[src/rtl/oc_pkg.sv]
package oc_pkg;

  typedef enum logic [1:0] {
    ACT_NONE = 2'd0,
    ACT_TOG  = 2'd1,
    ACT_CLR  = 2'd2,
    ACT_SET  = 2'd3
  } act_e;

  // New pin level produced by a slave channel action.
  function automatic logic apply_act(act_e a, logic cur);
    case (a)
      ACT_TOG: return ~cur;
      ACT_CLR: return 1'b0;
      ACT_SET: return 1'b1;
      default: return cur;
    endcase
  endfunction

  // Master overlay: masked pattern bits replace the current levels.
  function automatic logic master_bit(logic msk, logic pat, logic cur);
    return msk ? pat : cur;
  endfunction

endpackage

[src/rtl/oc_regs.sv]
module oc_regs #(
  parameter int NCH = 8,
  parameter int CW  = 16,
  parameter int AW  = 4
) (
  input  logic                     clk,
  input  logic                     rst_n,
  input  logic                     wr_en,
  input  logic [AW-1:0]            wr_addr,
  input  logic [CW-1:0]            wr_data,
  input  logic [AW-1:0]            rd_addr,
  output logic [CW-1:0]            rd_data,
  input  logic [NCH-1:0]           flags,
  output logic [NCH-1:0][CW-1:0]   cmp,
  output logic [NCH-2:0][1:0]      mode,
  output logic [NCH-1:0]           mask,
  output logic [NCH-1:0]           mdata,
  output logic                     rst_en,
  output logic [NCH-1:0]           force_p,
  output logic [NCH-1:0]           clr_p,
  output logic [NCH-1:0]           port_q,
  output logic [NCH-1:0]           dir_q
);
  localparam int MW      = 2 * (NCH - 1);
  localparam int A_MODE  = NCH;
  localparam int A_MASK  = NCH + 1;
  localparam int A_DATA  = NCH + 2;
  localparam int A_CTRL  = NCH + 3;
  localparam int A_FORCE = NCH + 4;
  localparam int A_FLAG  = NCH + 5;
  localparam int A_PORT  = NCH + 6;
  localparam int A_DIR   = NCH + 7;

  function automatic logic hit_addr(logic [AW-1:0] a, int idx);
    return a == AW'(idx);
  endfunction

  for (genvar i = 0; i < NCH; i++) begin : g_cmp
    always_ff @(posedge clk) begin
      if (!rst_n)                            cmp[i] <= '0;
      else if (wr_en && hit_addr(wr_addr, i)) cmp[i] <= wr_data;
    end
  end

  always_ff @(posedge clk) begin
    if (!rst_n) begin
      mode   <= '0;
      mask   <= '0;
      mdata  <= '0;
      rst_en <= 1'b0;
      port_q <= '0;
      dir_q  <= '0;
    end else if (wr_en) begin
      if (hit_addr(wr_addr, A_MODE)) mode   <= wr_data[MW-1:0];
      if (hit_addr(wr_addr, A_MASK)) mask   <= wr_data[NCH-1:0];
      if (hit_addr(wr_addr, A_DATA)) mdata  <= wr_data[NCH-1:0];
      if (hit_addr(wr_addr, A_CTRL)) rst_en <= wr_data[0];
      if (hit_addr(wr_addr, A_PORT)) port_q <= wr_data[NCH-1:0];
      if (hit_addr(wr_addr, A_DIR))  dir_q  <= wr_data[NCH-1:0];
    end
  end

  // Write-only strobes: one-cycle pulses, never stored.
  assign force_p = (wr_en && hit_addr(wr_addr, A_FORCE)) ? wr_data[NCH-1:0] : '0;
  assign clr_p   = (wr_en && hit_addr(wr_addr, A_FLAG))  ? wr_data[NCH-1:0] : '0;

  always_comb begin
    rd_data = '0;
    for (int i = 0; i < NCH; i++)
      if (hit_addr(rd_addr, i)) rd_data = cmp[i];
    if (hit_addr(rd_addr, A_MODE)) rd_data = CW'(mode);
    if (hit_addr(rd_addr, A_MASK)) rd_data = CW'(mask);
    if (hit_addr(rd_addr, A_DATA)) rd_data = CW'(mdata);
    if (hit_addr(rd_addr, A_CTRL)) rd_data = CW'(rst_en);
    if (hit_addr(rd_addr, A_FLAG)) rd_data = CW'(flags);
    if (hit_addr(rd_addr, A_PORT)) rd_data = CW'(port_q);
    if (hit_addr(rd_addr, A_DIR))  rd_data = CW'(dir_q);
  end

endmodule

[src/rtl/oc_action.sv]
module oc_action
  import oc_pkg::*;
#(
  parameter int NCH = 8,
  parameter int CW  = 16
) (
  input  logic                   clk,
  input  logic                   rst_n,
  input  logic [CW-1:0]          cnt,
  input  logic                   cnt_adv,
  input  logic [NCH-1:0][CW-1:0] cmp,
  input  logic [NCH-2:0][1:0]    mode,
  input  logic [NCH-1:0]         mask,
  input  logic [NCH-1:0]         mdata,
  input  logic                   rst_en,
  input  logic [NCH-1:0]         force_p,
  input  logic [NCH-1:0]         clr_p,
  output logic [NCH-1:0]         oc_q,
  output logic [NCH-1:0]         flags,
  output logic                   cnt_clr
);
  localparam int M = NCH - 1;

  logic [NCH-1:0] hit;    // real count match
  logic [NCH-1:0] fire;   // match or software force
  logic [NCH-1:0] oc_nxt;

  for (genvar i = 0; i < NCH; i++) begin : g_hit
    assign hit[i]  = cnt_adv && (cnt == cmp[i]);
    assign fire[i] = hit[i] | force_p[i];
  end

  always_comb begin
    oc_nxt = oc_q;
    for (int i = 0; i < M; i++)
      if (fire[i]) oc_nxt[i] = apply_act(act_e'(mode[i]), oc_q[i]);
    if (fire[M])
      for (int j = 0; j < NCH; j++)
        oc_nxt[j] = master_bit(mask[j], mdata[j], oc_nxt[j]);
  end

  always_ff @(posedge clk) begin
    if (!rst_n) begin
      oc_q  <= '0;
      flags <= '0;
    end else begin
      oc_q  <= oc_nxt;
      flags <= (flags & ~clr_p) | hit;
    end
  end

  assign cnt_clr = hit[M] & rst_en;

  for (genvar i = 0; i < NCH; i++) begin : g_ast
    AST_FLAG_ON_MATCH: assert property (@(posedge clk) disable iff (!rst_n)
      hit[i] |=> flags[i]);
    AST_FORCE_NO_FLAG: assert property (@(posedge clk) disable iff (!rst_n)
      (force_p[i] && !hit[i] && !flags[i]) |=> !flags[i]);
    AST_FLAG_CLEARS: assert property (@(posedge clk) disable iff (!rst_n)
      (clr_p[i] && !hit[i]) |=> !flags[i]);
    AST_MASTER_WINS: assert property (@(posedge clk) disable iff (!rst_n)
      (fire[M] && mask[i]) |=> (oc_q[i] == $past(mdata[i])));
  end

  for (genvar i = 0; i < M; i++) begin : g_ast_act
    AST_SET_ACTION: assert property (@(posedge clk) disable iff (!rst_n)
      (fire[i] && mode[i] == ACT_SET && !(fire[M] && mask[i])) |=> oc_q[i]);
    AST_TOG_ACTION: assert property (@(posedge clk) disable iff (!rst_n)
      (fire[i] && mode[i] == ACT_TOG && !(fire[M] && mask[i]))
        |=> (oc_q[i] != $past(oc_q[i])));
  end

endmodule

[src/rtl/oc_pinmux.sv]
module oc_pinmux #(
  parameter int NCH = 8
) (
  input  logic [NCH-2:0][1:0] mode,
  input  logic [NCH-1:0]      mask,
  input  logic [NCH-1:0]      oc_q,
  input  logic [NCH-1:0]      port_q,
  input  logic [NCH-1:0]      dir_q,
  output logic [NCH-1:0]      ctl,
  output logic [NCH-1:0]      pin_out,
  output logic [NCH-1:0]      pin_oe
);
  for (genvar i = 0; i < NCH; i++) begin : g_pin
    if (i < NCH - 1) begin : g_slave
      assign ctl[i] = (mode[i] != 2'd0) | mask[i];
    end else begin : g_master
      assign ctl[i] = mask[i];
    end
    assign pin_out[i] = ctl[i] ? oc_q[i] : port_q[i];
    assign pin_oe[i]  = ctl[i] | dir_q[i];
  end
endmodule

[src/rtl/oc_master_unit.sv]
module oc_master_unit #(
  parameter int NCH = 8,
  parameter int CW  = 16,
  parameter int AW  = $clog2(2 * NCH)
) (
  input  logic           clk,
  input  logic           rst_n,
  input  logic           wr_en,
  input  logic [AW-1:0]  wr_addr,
  input  logic [CW-1:0]  wr_data,
  input  logic [AW-1:0]  rd_addr,
  output logic [CW-1:0]  rd_data,
  input  logic [CW-1:0]  cnt,
  input  logic           cnt_adv,
  output logic           cnt_clr,
  output logic [NCH-1:0] pin_out,
  output logic [NCH-1:0] pin_oe,
  output logic [NCH-1:0] flags
);
  logic [NCH-1:0][CW-1:0] cmp;
  logic [NCH-2:0][1:0]    mode;
  logic [NCH-1:0]         mask, mdata, force_p, clr_p, port_q, dir_q;
  logic [NCH-1:0]         oc_q, ctl;
  logic                   rst_en;

  oc_regs #(.NCH(NCH), .CW(CW), .AW(AW)) u_regs (
    .clk(clk), .rst_n(rst_n), .wr_en(wr_en), .wr_addr(wr_addr),
    .wr_data(wr_data), .rd_addr(rd_addr), .rd_data(rd_data),
    .flags(flags), .cmp(cmp), .mode(mode), .mask(mask), .mdata(mdata),
    .rst_en(rst_en), .force_p(force_p), .clr_p(clr_p),
    .port_q(port_q), .dir_q(dir_q)
  );

  oc_action #(.NCH(NCH), .CW(CW)) u_action (
    .clk(clk), .rst_n(rst_n), .cnt(cnt), .cnt_adv(cnt_adv), .cmp(cmp),
    .mode(mode), .mask(mask), .mdata(mdata), .rst_en(rst_en),
    .force_p(force_p), .clr_p(clr_p), .oc_q(oc_q), .flags(flags),
    .cnt_clr(cnt_clr)
  );

  oc_pinmux #(.NCH(NCH)) u_pinmux (
    .mode(mode), .mask(mask), .oc_q(oc_q), .port_q(port_q), .dir_q(dir_q),
    .ctl(ctl), .pin_out(pin_out), .pin_oe(pin_oe)
  );

  AST_CLR_IS_MATCH: assert property (@(posedge clk) disable iff (!rst_n)
    cnt_clr |=> flags[NCH-1]);

  for (genvar i = 0; i < NCH; i++) begin : g_top_ast
    AST_CTL_DRIVES: assert property (@(posedge clk) disable iff (!rst_n)
      ctl[i] |-> pin_oe[i]);
    AST_SHADOW_HOLDS: assert property (@(posedge clk) disable iff (!rst_n)
      (ctl[i] && $past(ctl[i]) && oc_q[i] == $past(oc_q[i]))
        |-> (pin_out[i] == $past(pin_out[i])));
  end

endmodule

[config.mk]
export PLATFORM = sky130hd
export DESIGN_NAME = oc_master_unit
export DESIGN_NICKNAME = d
export VERILOG_FILES = /design/src/rtl/oc_pkg.sv /design/src/rtl/oc_regs.sv /design/src/rtl/oc_action.sv /design/src/rtl/oc_pinmux.sv /design/src/rtl/oc_master_unit.sv
export SDC_FILE = /design/constraint.sdc
export NUM_CORES = 1
export LEC_CHECK = 0
export ABC_AREA = 1
export BUFFER_PORTS_ARGS = -buffer_cell sky130_fd_sc_hd__buf_2
export CORE_MARGIN = 3
export CORE_UTILIZATION = 60
export DETAILED_ROUTE_END_ITERATION = 10
export HOLD_SLACK_MARGIN = 0.05
export PLACE_DENSITY = 0.85
export SLEW_MARGIN = 20
export SYNTH_ARGS = -nofsm -noshare
export SYNTH_HDL_FRONTEND = slang
export SYNTH_SLANG_ARGS = --single-unit
[constraint.sdc]
create_clock -name clk -period 3.55 [get_ports clk]
set_input_delay 0.1775 -clock clk [delete_from_list [all_inputs] [get_ports clk]]
set_output_delay 0.1775 -clock clk [all_outputs]
set_load 0.05 [all_outputs]
==> flow_summary.toml, run 1 <==
[critical_path]
worstSetupEndpointType = "output port"
crit_chain = "buf_2 -> inv_2 -> nand2_1 -> nor2_1 -> inv_2 -> nor2_1 -> nor2_1 -> nand3_1 -> nand2_1 -> nand3_1 -> nand2_1 -> nand2_1 -> nand2_1 -> nand4_1 -> buf_2"
critical_path_class = "input port to output port"
r2r_slack_ps = 1580
rr_startpoint = "u_regs.cmp[122]$_SDFFE_PN0P_"
crit_slowest_cell = "nor2_1"
cp-start-kind = "input port"
crit_arrival_ps = 2490
slowest_delay_ps = 790
endpoint = "rd_data[4]"
cp-startpoint = "rd_addr[0]"
cp_common_cell = "nand2_1"
critPathMaxFanout = 11
cp.required_ps = 3370
r2r-end = "u_action.oc_q[2]$_SDFF_PN0_"
rr_worst_depth = 11

[detailed_routing]
wl_per_cell_um = 20.6
via_per_inst = 6.17
drtAntennaViolNets = 0
drcViolationCount = 0
wirelength_um = 37700
num_vias = 11275
drtPass1Iterations = 8
drtIter0Drc = 1626

[sta]
final_hold_viol_count = 0
post-route-period-util_pct = 75.1
rsz0062_at_grt = "false"
min_period_ps = 2670
slew_viol_final = 0
slew_headroom_pct = 32.4
setup_slack_ps = 884
fin_skew_ps = 14.4
worstMarginPinSlew_ps = 1010
whs_ps = 52.6
setup_viol = 0
max_clock_freq_mhz = 375
setup_tns_ps = 0

[cts]
tritoncts = "done"
cts.repair.resized = 0
cts_made_buffers = 17
post-cts-setup-buffers = 0
clock_path_buffers = 2
clk_latency_ps = 460
path_clk_slew_ps = 70
htree_levels = 4
cts-root-buf = "clkbuf_16"
cts.sinks = 191
cts_hold_buf = 0

[flow_run]
max-cap-violations = 0

[layout]
nNetsFinal = 1638
syn2layout_area_growth_pct = 9.99
fin_area_sq_um = 11300
drive_gt1_share_pct = 10.7
stdcell_count = 1828
utilization_pct = 67.9

[yosys]
ys_async_sr_fraction_pct = 0
syn-cell-area_sq_um = 10300
ys_seq_elements = 191
yosysSeqAreaShare_pct = 37.2
synth.net_count = 1610
synth_edf_count = 0
ys.flop_type = "dfxtp_1"
synth.distinct_cells = 35
ys_warn_count = 0
synth_cells = 1566
syn_avg_cell_area_sq_um = 6.56

[grt]
antenna_found_initial = 0
grt_pass1_wl_um = 56600
grt_usage_pct = 40.1
overflow = 0
grt_max_degree = 107
grt_pass1_vias = 9926

[floorplan]
start_util_pct = 61.7
die_w_um = 137
core-area_sq_um = 16600
pin_count = 85
die_h_um = 137
dieArea_sq_um = 18700
rows = 47

[power]
report.power.total_mw = 4.80
ir_drop_uv = 383
cellPowerDensity_nw_per_um2 = 425
p_leak_nw = 4.68

[placed_design]
place_congestion = 1.01
dp_slack_ps = 965
numPlacedInstances = 1795
place_hpwl_um = 27600
place_area_sq_um = 10700
port-buffer-count = 84

[outcome]
outcome = "complete, no violations"

[min_path]
holdCritPathClass = "input port to register"
## synth_stat cells, types with 2 or more instances
cell type	n	share of area (%)
nand2_1	280	10
o21ai_0	226	11
a21oi_1	196	9.6
dfxtp_1	191	37
nor2_1	188	6.9
inv_1	159	5.8
clkbuf_1	55	2.0
nand4_1	35	2.1
nand3_1	31	1.5
o22ai_1	31	1.9
xnor2_1	29	2.5
buf_2	25	1.2
xor2_1	21	1.8
inv_2	16	0.58
o2111ai_1	12	1.0
nor3_1	11	0.54
or2_2	9	0.55
o21ai_1	8	0.39
nor2_2	7	0.43
nor3_2	5	0.49
nand3b_1	4	0.29
or2_1	4	0.24
buf_4	3	0.22
nand2_2	3	0.18
buf_6	2	0.22
clkinv_1	2	0.073
nand2_4	2	0.22
nor2_4	2	0.22
nor4_1	2	0.12
or2_0	2	0.12
## logic make-up (layout without fill, tap and decap cells)
kind of cell | after synthesis | count (layout) | synth area share, %
flops | 191 | 191 | 37.2
compound gates | 477 | 477 | 24.2
simple gates | 585 | 585 | 24.2
other cells | 0 | 1 | 0
xor+xnor | 50 | 50 | 4.27
buf+inv | 263 | 304 | 10.2
## worst min path at each step
stage,from,endpoint,depth (start not counted)
after floorplan,wr_data[14],u_regs.cmp[94]$_SDFFE_PN0P_,2
after global placement,u_action.oc_q[7]$_SDFFE_PN0P_,u_action.oc_q[7]$_SDFFE_PN0P_,2
after detailed placement,u_action.oc_q[7]$_SDFFE_PN0P_,u_action.oc_q[7]$_SDFFE_PN0P_,2
after CTS,wr_addr[1],u_regs.rst_en$_SDFFE_PN0P_,3
after global routing,wr_addr[1],u_regs.rst_en$_SDFFE_PN0P_,3
final,wr_addr[1],u_regs.rst_en$_SDFFE_PN0P_,3
## state kept, by name, indices dropped and copies added, names as in the netlist
name            flops
u_regs.cmp        128
u_regs.mode        14
u_action.flags      8
u_action.oc_q       8
u_regs.dir_q        8
u_regs.mask         8
u_regs.mdata        8
u_regs.port_q       8
u_regs.rst_en       1
## area by class of cell
| type | instances | area [sq um] |
|---|---|---|
| multi-input combinational | 1112 | 5400 |
| clock buffer | 17 | 425 |
| clock inverter | 15 | 180 |
| fill | 1544 | 5350 |
| inverter | 177 | 664 |
| antenna | 1 | 2.50 |
| sequential | 191 | 3820 |
| tap | 220 | 275 |
| timing repair buffer | 95 | 518 |
## placed cells by master, fill, tap and decap left out, types with 4 or more instances in the layout
cell type    n
inv_6        5
nand4_1     35
nor3_2       6
nor2_1     188
nor2_2       7
nand3b_1     4
o22ai_1     31
nand2_1    280
or2_1        4
inv_1      159
a21oi_1    196
nand3_1     31
o2111ai_1   12
o21ai_0    226
nor3_1      10
or2_2        9
o21ai_1      8
inv_2       16
clkbuf_16   17
xor2_1      21
buf_2       83
xnor2_1     29
dfxtp_1    191
clkinv_8     5
buf_4       11
## metal layers
layer,GRT usage (%),routed length [um]
met5,0,0
met4,13.9,1150
met3,11.6,5100
met2,56.5,15600
met1,58.5,15800
## where the power goes
group / internal (mW) / leakage, nW / switching, mW
Sequential: 2.18 / 1.54 / 0.0412
Clock: 0.960 / 0.296 / 1.03
Combinational: 0.153 / 2.83 / 0.431
Total: 3.30 / 4.68 / 1.50
## critical path, delay by kind of cell
| family | cells | cell delay (ps) |
|---|---|---|
| AND/OR/NAND/NOR | 11 | 1700 |
| buffers and inverters | 4 | 610 |
Note: power is estimated with default switching activity, not from simulation.
==> inputs of run 2 (changes only) <==
CORE_UTILIZATION = 55   (was 60)
PLACE_DENSITY = 0.82   (was 0.85)
clock period = 2.25 ns   (was 3.55 ns; I/O delays follow)
==> run 2 against run 1 <==
Compared with the run above:
- global-route usage shrank 2.3 points
- worst hold slack gained 11 ps
- setup slack lost 860 ps
- combinational power grew 67%
- critical path type is now register to output port
- sequential share of layout area shrank 0.86 points
- largest cell class unchanged
- die area grew 8.7%
- clock-buffer cell count is the same
==> flow_summary.toml, run 2 (synthesis gave the netlist of run 1 again) <==
[cts]
clock_path_buffers = 2
cts.sinks = 191
cts-root-buf = "clkbuf_16"
path_clk_slew_ps = 80
htree_levels = 4
clk_latency_ps = 450
tritoncts = "done"
post-cts-setup-buffers = 0
cts_made_buffers = 17

[power]
report.power.total_mw = 7.62
cellPowerDensity_nw_per_um2 = 657
switching_power_mw = 2.38
ir_drop_uv = 510
pwr-share-comb_pct = 12.8
power_frac_clock_pct = 41.0
pwr-share-seq_pct = 46.1
intPower_mw = 5.24
switching_share_pct = 31.3
p_leak_nw = 4.82

[critical_path]
crit_slowest_cell = "nor3_1"
worstSetupEndpointType = "output port"
cp.required_ps = 2140
critical_path_class = "register to output port"
critPathMaxFanout = 3
crit_chain = "inv_1 -> o22ai_1 -> a21oi_1 -> o2111ai_1 -> nor3_1 -> a21oi_1 -> buf_2"
cp_common_cell = "a21oi_1"
cp-start-kind = "register"
slowest_delay_ps = 430
crit_arrival_ps = 2120

[detailed_routing]
wl_per_cell_um = 20.9
drtPass1Iterations = 6
drtIter0Drc = 2253
wirelength_um = 39000
drcViolationCount = 0
drtAntennaViolNets = 0
num_vias = 11613
via_per_inst = 6.23

[floorplan]
pin_count = 85
rows = 49
dieArea_sq_um = 20300
start_util_pct = 56.6
die_w_um = 143
die_h_um = 143
core-area_sq_um = 18100

[sta]
slew_viol_final = 0
worstMarginPinSlew_ps = 760
post-route-period-util_pct = 99.1
setup_tns_ps = 0
max_clock_freq_mhz = 449
whs_ps = 63.1
min_period_ps = 2230
slew_headroom_pct = 49.3
rsz0062_at_grt = "false"
fin_skew_ps = 14.8
setup_viol = 0
final_hold_viol_count = 0
setup_slack_ps = 20.5

[placed_design]
dp_slack_ps = 78.6
place_hpwl_um = 28100
place_congestion = 1.15
port-buffer-count = 84

[grt]
grt_pass1_vias = 10435
grt_use_met2_pct = 53.7
antenna_found_initial = 1
overflow = 0
grt_usage_pct = 37.8
grt_pass1_wl_um = 59400
busiest_layer = "met2"
grt_max_degree = 70
grt_use_met3_pct = 11.8
use_met1_pct = 52.8

[outcome]
outcome = "complete, no violations"

[layout]
layout_common_cells = "279 x nand2_1, 226 x o21ai_0, 194 x a21oi_1"
syn2layout_area_growth_pct = 12.9
drive_gt1_share_pct = 12.0
largest_reg_flops = 128
utilization_pct = 63.9
top_regs = "u_regs.cmp x128, u_regs.mode x14"
diodes = 0
top_register = "u_regs.cmp"
nNetsFinal = 1667
final_common_cell = "nand2_1"

[flow_run]
max-cap-violations = 0

[min_path]
holdCritPathClass = "input port to register"
-- run 2: per-stage QoR --
stage,area (sq um),instances
2_1_floorplan,10300,1566
3_3_place_gp,10800,1821
3_5_place_dp,10800,1821
4_1_cts,11600,1865
5_1_grt,11600,1865
6_report,11600,1865
-- run 2: area by class of cell --
cell class / instances / area, sq um
repair buffers: 124 / 785
fillers: 1622 / 6560
multi-input cells: 1112 / 5420
inverters: 177 / 664
clock inverters: 15 / 184
clock buffers: 17 / 425
flip-flops and latches: 191 / 3820
well taps: 229 / 287
-- run 2: repair_timing --
action	in CTS	in global routing
hold buffers	12	0
endpoints found under the setup margin	0	2
endpoints found under the hold margin	24	0
resized for setup	0	10
-- run 2: power groups by stage --
| stage | registers [mW] | clock network (mW) | logic (mW) |
|---|---|---|---|
| after floorplan | 3.56 | 0 | 0.607 |
| after global placement | 3.59 | 0 | 0.893 |
| after detailed placement | 3.59 | 0 | 0.905 |
| after CTS | 3.51 | 3.11 | 0.928 |
| after global routing | 3.52 | 3.24 | 1.03 |
| final | 3.51 | 3.13 | 0.975 |
-- run 2: path summary, 6_finish.rpt --
kind                            slack (ps)  cells after the start                       endpoint                          start
worst max-delay path                    20                      7                    rd_data[13]    u_regs.cmp[13]$_SDFFE_PN0P_
worst min-delay path                    60                      3    u_regs.cmp[90]$_SDFFE_PN0P_                    wr_data[10]
worst max register to register         440                     11    u_action.oc_q[6]$_SDFF_PN0_   u_regs.cmp[122]$_SDFFE_PN0P_
worst min register to register         480                      2  u_action.oc_q[7]$_SDFFE_PN0P_  u_action.oc_q[7]$_SDFFE_PN0P_
-- run 2: layer usage --
| metal | vias up | wire (um) |
|---|---|---|
| met5 | - | 15 |
| met3 | 198 | 5800 |
| met4 | 2 | 2100 |
| met1 | 5188 | 15100 |
| met2 | 964 | 16000 |
| li1 | 5261 | - |
-- run 2: critical path: cells and delay by family, from the launching register on --
family	cells	cell delay, ps
buffers and inverters	2	350
AOI/OAI and AO/OA	4	570
DFF	1	320
and+or+nand+nor	1	430
==> inputs of run 3 (changes only) <==
CORE_UTILIZATION = 50   (was 55)
PLACE_DENSITY = 0.76   (was 0.82)
==> run 3 against run 2 <==
Compared with the run above:
- sequential share of layout area fell by 0.19 points
- clock-buffer cell count did not move
- first-iteration DRC count fell by 28%
- maximum frequency rose by 0.30%
- combinational power barely moved
- die area rose by 9.6%
- sequential power barely moved
- largest cell class unchanged
- highest routed layer is now met4
==> flow_summary.toml, run 3 (synthesis gave the netlist of run 1 again) <==
[floorplan]
start_util_pct = 51.7
dieArea_sq_um = 22300
die_w_um = 149
core-area_sq_um = 19800
die_h_um = 149
rows = 51
pin_count = 85

[layout]
fin_area_sq_um = 11700
drive_gt1_share_pct = 12.5
syn2layout_area_growth_pct = 13.6
largest_reg_flops = 128
final_common_cell = "nand2_1"
layout_common_cells = "278 x nand2_1, 226 x o21ai_0, 196 x a21oi_1"
top_register = "u_regs.cmp"
stdcell_count = 1907
diodes = 0
top_regs = "u_regs.cmp x128, u_regs.mode x14"
nNetsFinal = 1673

[cts]
clk_latency_ps = 450
cts_made_buffers = 17
clock_path_buffers = 2
tritoncts = "done"
htree_levels = 4
cts.sinks = 191
path_clk_slew_ps = 80
cts-root-buf = "clkbuf_16"

[critical_path]
rr_worst_depth = 8
worstSetupEndpointType = "output port"
r2r-end = "u_action.oc_q[4]$_SDFF_PN0_"
cp.required_ps = 2140
cp_common_cell = "nand4_1"
crit_slowest_cell = "dfxtp_1"
rr_startpoint = "u_regs.cmp[126]$_SDFFE_PN0P_"
r2r_slack_ps = 360
slowest_delay_ps = 350
critical_path_class = "register to output port"
cp-start-kind = "register"
crit_arrival_ps = 2110
crit_chain = "xor2_1 -> a21oi_1 -> nand4_1 -> nor2_1 -> nand4_1 -> nor2_2 -> buf_6"
critPathMaxFanout = 3

[grt]
antenna_found_initial = 0
grt_pass1_wl_um = 59300
grt_pass1_vias = 9970
grt_max_degree = 122
overflow = 0
grt_usage_pct = 34.9

[sta]
fin_skew_ps = 15.7
min_period_ps = 2220
slew_headroom_pct = 47.7
whs_ps = 62.6
final_hold_viol_count = 0
worstMarginPinSlew_ps = 783
post-route-period-util_pct = 98.8
max_clock_freq_mhz = 450
rsz0062_at_grt = "true"
setup_viol = 0
slew_viol_final = 0

[detailed_routing]
via_per_inst = 5.91
drtAntennaViolNets = 0
num_vias = 11269
wl_per_cell_um = 20.7
drtIter0Drc = 1625
drtPass1Iterations = 5
wirelength_um = 39500
drcViolationCount = 0

[min_path]
min_to = "u_regs.cmp[7]$_SDFFE_PN0P_"
holdCritPathClass = "input port to register"
min_path_cells = 3
hp-start = "wr_data[7]"

[placed_design]
place_hpwl_um = 29300
port-buffer-count = 84
place_congestion = 1.01
place_area_sq_um = 10900
numPlacedInstances = 1861

[flow_run]
max-cap-violations = 0

[power]
cellPowerDensity_nw_per_um2 = 655
ir_drop_uv = 456
p_leak_nw = 4.83

[outcome]
outcome = "complete, no violations"
-- run 3: timing repair --
action	in CTS	in global routing
buffers inserted	0	1
setup endpoints to repair	1	4
cloned	0	0
hold endpoints to repair	26	0
pin swaps	0	5
hold buffers	13	0
gates resized for setup	1	15
-- run 3: cell type report --
cell class / count / area (sq um)
tap: 265 / 332
multi-input combinational: 1112 / 5420
sequential: 191 / 3830
clock buffer: 17 / 425
clock inverter: 15 / 170
fill: 1945 / 8180
timing repair buffer: 130 / 822
inverter: 177 / 668
-- run 3: through the flow --
step | utilization [%] | power [mW] | setup WS [ps] | TNS [ps]
after floorplan | - | 4.17 | 402 | 0
after global placement | 54.9 | 4.50 | 119 | 0
after detailed placement | 54.9 | 4.51 | 128 | 0
after CTS | 58.6 | 7.60 | 6.58 | 0
after global routing | 58.8 | 7.88 | -41.0 | -41.0
final | 58.8 | 7.64 | 27.1 | 0
-- run 3: per-layer routing --
layer,wire (um),part of all wire [%],track usage (%)
met1,17400,44,52.4
met2,16500,42,49.8
met3,4680,12,8.57
met4,958,2.4,9.47
met5,0,0,0
-- run 3: power breakdown --
part           switching (mW)  internal [mW]  leakage (nW)
sequential             0.0653           3.45          1.55
clock                    1.56           1.59         0.291
combinational           0.698          0.276          3.00
total                    2.33           5.31          4.83
-- run 3: critical path: cells and delay by family (launching register included) --
kind,cells,cell delay (ps)
xor+xnor,1,190
buf+inv,1,180
simple gates,4,730
flops,1,350
compound gates,1,210
-- run 3: how the worst max path moves through the flow --
stage / endpoint / start / cells past startpoint / slack [ps]
3_5_place_dp: rd_data[13] / rd_addr[0] / 9 / 130
5_1_grt: cnt_clr / u_regs.cmp[113]$_SDFFE_PN0P_ / 8 / -40
4_1_cts: cnt_clr / u_regs.cmp[117]$_SDFFE_PN0P_ / 8 / 7
6_report: cnt_clr / u_regs.cmp[114]$_SDFFE_PN0P_ / 7 / 30
2_1_floorplan: rd_data[9] / rd_addr[2] / 8 / 400
3_3_place_gp: rd_data[4] / rd_addr[3] / 11 / 120
